[src/rtl/irpw_pkg.sv]
package irpw_pkg;

    // Classification of one measured low interval.
    typedef enum logic [1:0] {
        SYM_NONE = 2'd0,
        SYM_HDR  = 2'd1,
        SYM_ONE  = 2'd2,
        SYM_ZERO = 2'd3
    } sym_e;

    // Receiver phase.
    typedef enum logic [1:0] {
        ST_HUNT  = 2'd0,
        ST_DATA  = 2'd1,
        ST_CHECK = 2'd2
    } phase_e;

    // One classified pulse event.
    typedef struct packed {
        logic vld;
        sym_e sym;
    } pulse_t;

    // True when len lies within nom +/- tol (written to avoid underflow).
    function automatic logic in_window(input int unsigned len,
                                       input int unsigned nom,
                                       input int unsigned tol);
        return ((len + tol) >= nom) && (len <= (nom + tol));
    endfunction

    // Width of an index able to address n items (at least 1).
    function automatic int unsigned idx_width(input int unsigned n);
        return (n > 1) ? $clog2(n) : 1;
    endfunction

endpackage

[src/rtl/irpw_sync.sv]
module irpw_sync #(
    parameter int unsigned STAGES = 2
) (
    input  logic clk,
    input  logic rst,
    input  logic din,
    output logic lvl,
    output logic fall,
    output logic rise
);
    logic [STAGES-1:0] chain;
    logic              prev;

    // Stage 0 samples the raw line; later stages re-time it.
    genvar g;
    generate
        for (g = 0; g < STAGES; g++) begin : g_stage
            always_ff @(posedge clk) begin
                if (rst) begin
                    chain[g] <= 1'b1;
                end else begin
                    if (g == 0) chain[g] <= din;
                    else        chain[g] <= chain[(g == 0) ? 0 : g-1];
                end
            end
        end
    endgenerate

    always_ff @(posedge clk) begin
        if (rst) prev <= 1'b1;
        else     prev <= chain[STAGES-1];
    end

    assign lvl  = chain[STAGES-1];
    assign fall = prev & ~lvl;
    assign rise = ~prev & lvl;

endmodule

[src/rtl/irpw_timer.sv]
module irpw_timer #(
    parameter int unsigned CLK_PER_TICK = 5000,
    parameter int unsigned CNT_W        = 8
) (
    input  logic             clk,
    input  logic             rst,
    input  logic             lvl,
    input  logic             fall,
    input  logic             rise,
    output logic [CNT_W-1:0] cnt,
    output logic             pulse_vld,
    output logic [CNT_W-1:0] pulse_len
);
    localparam int unsigned      PRE_W    = irpw_pkg::idx_width(CLK_PER_TICK);
    localparam logic [PRE_W-1:0] PRE_LAST = PRE_W'(CLK_PER_TICK - 1);
    localparam logic [CNT_W-1:0] CNT_MAX  = '1;

    logic [PRE_W-1:0] pre;
    logic             tick;

    generate
        if (CLK_PER_TICK == 1) begin : g_every_cycle
            assign tick = 1'b1;
        end else begin : g_divided
            assign tick = (pre == PRE_LAST);
        end
    endgenerate

    always_ff @(posedge clk) begin
        if (rst) begin
            pre       <= '0;
            cnt       <= '0;
            pulse_vld <= 1'b0;
            pulse_len <= '0;
        end else begin
            pulse_vld <= rise;
            if (rise) pulse_len <= cnt;

            if (fall) begin
                pre <= '0;
                cnt <= '0;
            end else if (!lvl) begin
                if (tick) begin
                    pre <= '0;
                    if (cnt != CNT_MAX) cnt <= cnt + 1'b1;
                end else begin
                    pre <= pre + 1'b1;
                end
            end
        end
    end

endmodule

[src/rtl/irpw_classify.sv]
module irpw_classify
    import irpw_pkg::*;
#(
    parameter int unsigned CNT_W      = 8,
    parameter int unsigned HDR_TICKS  = 30,
    parameter int unsigned ONE_TICKS  = 10,
    parameter int unsigned ZERO_TICKS = 20,
    parameter int unsigned TOL_TICKS  = 1
) (
    input  logic             len_vld,
    input  logic [CNT_W-1:0] len,
    output pulse_t           ev
);
    logic is_hdr, is_one, is_zero;

    always_comb begin
        is_hdr  = in_window(32'(len), HDR_TICKS,  TOL_TICKS);
        is_one  = in_window(32'(len), ONE_TICKS,  TOL_TICKS);
        is_zero = in_window(32'(len), ZERO_TICKS, TOL_TICKS);

        ev.vld = len_vld;
        if (is_hdr)       ev.sym = SYM_HDR;
        else if (is_one)  ev.sym = SYM_ONE;
        else if (is_zero) ev.sym = SYM_ZERO;
        else              ev.sym = SYM_NONE;
    end

endmodule

[src/rtl/irpw_seq.sv]
module irpw_seq
    import irpw_pkg::*;
#(
    parameter int unsigned NBITS = 3
) (
    input  logic             clk,
    input  logic             rst,
    input  pulse_t           ev,
    output logic             pkt_valid,
    output logic [NBITS-1:0] pkt_data
);
    localparam int unsigned      IDX_W    = idx_width(NBITS);
    localparam logic [IDX_W-1:0] IDX_LAST = IDX_W'(NBITS - 1);

    phase_e           phase;
    logic [IDX_W-1:0] idx;
    logic [NBITS-1:0] shadow;
    logic             is_bit;
    logic             bit_val;

    assign is_bit  = (ev.sym == SYM_ONE) || (ev.sym == SYM_ZERO);
    assign bit_val = (ev.sym == SYM_ONE);

    always_ff @(posedge clk) begin
        if (rst) begin
            phase     <= ST_HUNT;
            idx       <= '0;
            shadow    <= '0;
            pkt_valid <= 1'b0;
            pkt_data  <= '0;
        end else begin
            pkt_valid <= 1'b0;
            if (ev.vld) begin
                case (phase)
                    ST_HUNT: begin
                        if (ev.sym == SYM_HDR) begin
                            phase <= ST_DATA;
                            idx   <= '0;
                        end
                    end
                    ST_DATA: begin
                        if (is_bit) begin
                            shadow[idx] <= bit_val;
                            if (idx == IDX_LAST) begin
                                idx   <= '0;
                                phase <= ST_CHECK;
                            end else begin
                                idx <= idx + 1'b1;
                            end
                        end else begin
                            phase <= ST_HUNT;
                            idx   <= '0;
                        end
                    end
                    ST_CHECK: begin
                        if (!is_bit || (bit_val == shadow[idx])) begin
                            phase <= ST_HUNT;
                            idx   <= '0;
                        end else if (idx == IDX_LAST) begin
                            phase     <= ST_HUNT;
                            idx       <= '0;
                            pkt_valid <= 1'b1;
                            pkt_data  <= shadow;
                        end else begin
                            idx <= idx + 1'b1;
                        end
                    end
                    default: begin
                        phase <= ST_HUNT;
                        idx   <= '0;
                    end
                endcase
            end
        end
    end

endmodule

[src/rtl/irpw_rx.sv]
module irpw_rx
    import irpw_pkg::*;
#(
    parameter int unsigned CLK_PER_TICK = 5000,
    parameter int unsigned CNT_W        = 8,
    parameter int unsigned SYNC_STAGES  = 2,
    parameter int unsigned NBITS        = 3,
    parameter int unsigned HDR_TICKS    = 30,
    parameter int unsigned ONE_TICKS    = 10,
    parameter int unsigned ZERO_TICKS   = 20,
    parameter int unsigned TOL_TICKS    = 1
) (
    input  logic             clk,
    input  logic             rst,
    input  logic             ir_rx_n,
    output logic             pkt_valid,
    output logic [NBITS-1:0] pkt_data
);
    logic             sync_lvl;
    logic             sync_fall;
    logic             sync_rise;
    logic [CNT_W-1:0] tick_cnt;
    logic             pulse_vld;
    logic [CNT_W-1:0] pulse_len;
    pulse_t           pulse_ev;

    irpw_sync #(.STAGES(SYNC_STAGES)) u_sync (
        .clk  (clk),
        .rst  (rst),
        .din  (ir_rx_n),
        .lvl  (sync_lvl),
        .fall (sync_fall),
        .rise (sync_rise)
    );

    irpw_timer #(.CLK_PER_TICK(CLK_PER_TICK), .CNT_W(CNT_W)) u_timer (
        .clk       (clk),
        .rst       (rst),
        .lvl       (sync_lvl),
        .fall      (sync_fall),
        .rise      (sync_rise),
        .cnt       (tick_cnt),
        .pulse_vld (pulse_vld),
        .pulse_len (pulse_len)
    );

    irpw_classify #(
        .CNT_W      (CNT_W),
        .HDR_TICKS  (HDR_TICKS),
        .ONE_TICKS  (ONE_TICKS),
        .ZERO_TICKS (ZERO_TICKS),
        .TOL_TICKS  (TOL_TICKS)
    ) u_classify (
        .len_vld (pulse_vld),
        .len     (pulse_len),
        .ev      (pulse_ev)
    );

    irpw_seq #(.NBITS(NBITS)) u_seq (
        .clk       (clk),
        .rst       (rst),
        .ev        (pulse_ev),
        .pkt_valid (pkt_valid),
        .pkt_data  (pkt_data)
    );

endmodule

[config.mk]
export PLATFORM = sky130hd
export DESIGN_NAME = irpw_rx
export DESIGN_NICKNAME = d
export VERILOG_FILES = /design/src/rtl/irpw_pkg.sv /design/src/rtl/irpw_sync.sv /design/src/rtl/irpw_timer.sv /design/src/rtl/irpw_classify.sv /design/src/rtl/irpw_seq.sv /design/src/rtl/irpw_rx.sv
export SDC_FILE = /design/constraint.sdc
export NUM_CORES = 1
export LEC_CHECK = 0
export ABC_AREA = 1
export BUFFER_PORTS_ARGS = -buffer_cell sky130_fd_sc_hd__buf_2
export CORE_ASPECT_RATIO = 1.4
export CORE_MARGIN = 2
export CORE_UTILIZATION = 30
export CTS_CLUSTER_DIAMETER = 150
export DETAILED_ROUTE_END_ITERATION = 8
export PLACE_DENSITY_LB_ADDON = 0.08
export SLEW_MARGIN = 20
export SYNTH_ARGS = -nofsm -noshare
export SYNTH_HDL_FRONTEND = slang
export SYNTH_HIERARCHICAL = 1
export SYNTH_SLANG_ARGS = --single-unit
[constraint.sdc]
create_clock -name clk -period 2.2 [get_ports clk]
set_input_delay 0.33 -clock clk [delete_from_list [all_inputs] [get_ports clk]]
set_output_delay 0.33 -clock clk [all_outputs]
set_load 0.005 [all_outputs]
==> out/qor.yml <==
min_path:
  holdPathEnd: "u_sync/chain[0]"
  hold-path-cell-count: 3
  min_path_type: "in2reg"
  worstHoldStart: "ir_rx_n"
synthesis:
  synth.distinct_cells: 32
  synth_cells: 387
  synth_edf_count: 0
  async_flop_share_pct: 0
  synth-main-ff-cell: "dfxtp_1"
  synth-seq-cells: 44
  syn_nets: 401
  seq_area_frac_synth_pct: 34.3
  syn_area_per_cell_um2: 6.63
  synthesis.area_um2: 2570
  yosysWarnings: 6
placed_design:
  hpwl_mm: 4.37
  port_buffers: 6
  place.gp.congestion: 0.785
cells_and_area:
  final_cell_mix: "nand2_1, nor2_1, inv_1"
  drive_above_1_share_pct: 21.9
  fin_nets: 419
  area_delta_synth_final_pct: 21.2
  final_common_cell: "nand2_1"
  antenna_cells: 0
setup_path:
  cp_data_arrival_time_ps: 2290
  r2r_start: "u_timer/pulse_len[0]"
  cpMaxStageDelayCell: "dfxtp_4"
  cpPeakStageDelay_ps: 400
  critical_path_class: "reg2reg"
  cp_num_buf_inv: 3
  start_kind: "flop"
  crit_family: "simple AND/OR/NAND/NOR gates"
  path_cells: "buf_6 -> nand2_2 -> nor2_4 -> nand3_2 -> nand2_4 -> nor2_1 -> nand2_1 -> nand3_2 -> nand2_2 -> nand2_2 -> inv_2 -> nand2_2 -> inv_2 -> nand3_4 -> nor3_4 -> nand2_1 -> nand2_1 -> nor2_1"
  worst_r2r_endpoint: "u_seq/pkt_data[0]"
  rrSetupSlack_ps: 100
  cp-end-kind: "flop"
  worstRegToRegCells: 18
  cp_max_fo: 6
  crit_top_cell: "nand2_2"
  required_ps: 2390
floorplanning:
  row_count: 39
  die-area_um2: 9320
  io_pins: 7
  core_area_um2: 8250
  initial_core_util_pct: 31.1
  die-height_um: 113
  die_w_um: 82.2
cts:
  cts_buffers: 5
  clockBufferDepth: 2
  htree_levels: 2
  clk_pin_slew_worst_paths_ps: 70
  hold_buffers: 0
  cts_sinks: 44
  clkLatencyLatePin_ps: 290
  cts-root-buf: "clkbuf_16"
  cts_tree: "done"
detailed_routing:
  vias_per_cell: 4.58
  dr.pass1.iters: 4
  drt_iter0_drc: 64
  wire_per_inst_um: 11.3
  drt-total-wl_mm: 5.75
  dr_total_vias: 2329
  drc: 0
  ant_nets: 0
global_routing:
  grt.total_usage_pct: 13.5
  grt_max_degree: 16
  grt_pass1_vias: 2292
  grt_pass1_wl_mm: 9.86
  antenna_found_initial: 0
  grt_overflow: 0
power_and_ir_drop:
  switchingPower_mw: 0.405
  p_seq_share_pct: 48.0
  swShare_pct: 23.8
  p_per_area_nw_per_um2: 546
  power.internal_mw: 1.29
  ir_drop_mv: 0.231
  clockPowerShare_pct: 45.5
  comb_power_share_pct: 6.5
  power.leakage_nw: 1.26
timing:
  fin_tns_setup_ps: 0
  hold_viol: 0
  skew_ps: 8.27
  max_freq_mhz: 476
  setup_viol: 0
  slew_viol_final: 0
  fin_crit_sh_pct: 95.4
  period_minus_slack_ps: 2100
  worst_pin_slew_ps: 415
  rsz0062_at_grt: "yes"
  relSlewSlack_pct: 72.3
  hold-worst-slack_ps: 212
outcome:
  status: "finished clean"
run:
  cap_violations: 0
## per-layer routing
layer | part of all wire [%] | global-route usage (%)
met1 | 43 | 14.6
met2 | 54 | 24.6
met3 | 1.6 | 2.61
met4 | 1.2 | 5.78
met5 | 0 | 0
## flip-flops by register name (all words and copies together), names as in the netlist, 2 cells and up
| name | count |
|---|---|
| u_seq/pkt_data | 3 |
| u_seq/idx | 2 |
| u_timer/pre | 13 |
| u_timer/cnt | 8 |
| u_seq/phase | 2 |
| u_seq/shadow | 3 |
| u_timer/pulse_len | 8 |
## worst max path at each step
stage | start | to | slack, ps | depth (start not counted)
2_1_floorplan | u_timer/pulse_len[0] | u_seq/phase[1] | 70 | 15
3_3_place_gp | u_timer/pulse_len[0] | u_seq/pkt_data[2] | -130 | 16
3_5_place_dp | u_timer/pulse_len[0] | u_seq/pkt_data[2] | -90 | 16
4_1_cts | u_timer/pulse_len[0] | u_seq/pkt_data[0] | 2 | 18
5_1_grt | u_timer/pulse_len[5] | u_seq/pkt_data[0] | -130 | 17
6_report | u_timer/pulse_len[0] | u_seq/pkt_data[0] | 100 | 18
## power by group through the flow
stage          clock [mW]  sequential (mW)  combinational [mW]
2_1_floorplan           0            0.831              0.0713
3_3_place_gp            0            0.834              0.0967
3_5_place_dp            0            0.835              0.0965
4_1_cts             0.811            0.815              0.0971
5_1_grt             0.835            0.816               0.125
6_report            0.772            0.815               0.110
## layout make-up
cell class              instances  area, um2
clock buffers                   6        139
flip-flops and latches         44        897
inverters                      59        221
multi-input cells             280       1610
clock inverters                 2       15.0
fillers                       906       5140
well taps                     102        128
repair buffers                 15        105
## Yosys cell counts (4+ instances only)
cell type	number	share of area (%)
nand2_2	7	1.7
a21oi_1	16	3.1
ha_1	11	5.4
nor2_1	69	10
dfxtp_1	44	34
inv_1	52	7.6
o21ai_0	12	2.3
nor4_1	4	0.97
nand2_1	83	12
nand4_1	8	2.0
nor2_2	8	2.0
a211oi_1	7	2.0
inv_2	7	1.0
nor3_1	10	2.0
nand3_1	27	5.3
## worst min-delay path, cell delays in order
cell,delay (ps)
buf_2,70
inv_1,30
nand2_1,40
## what timing repair did
action,CTS,global route
buffers inserted,0,1
endpoints found under the setup margin,5,10
cloned,0,0
pin swaps,2,20
gates resized for setup,14,38
hold endpoints to repair,0,0
## kinds of logic (layout without fill, tap and decap cells)
logic type | Yosys count | count (layout) | share of synthesized area, %
simple gates | 229 | 229 | 41.8
flops | 44 | 44 | 34.3
fa+ha+maj | 11 | 11 | 5.36
buf+inv | 63 | 82 | 9.75
xor+xnor | 1 | 1 | 0.341
compound gates | 39 | 39 | 8.44
## through the flow
stage / instances / worst slack (ps) / area, um2 / utilization (%) / total power, mW
3_5_place_dp: 499 / -92.6 / 2760 / 33.4 / 0.931
4_1_cts: 507 / 2.09 / 2940 / 35.7 / 1.72
5_1_grt: 508 / -128 / 3110 / 37.7 / 1.78
6_report: 508 / 101 / 3110 / 37.7 / 1.70
2_1_floorplan: 387 / 70.1 / 2570 / - / 0.902
3_3_place_gp: 499 / -130 / 2760 / 33.4 / 0.931
No activity file was read; power rests on OpenSTA's default activity.
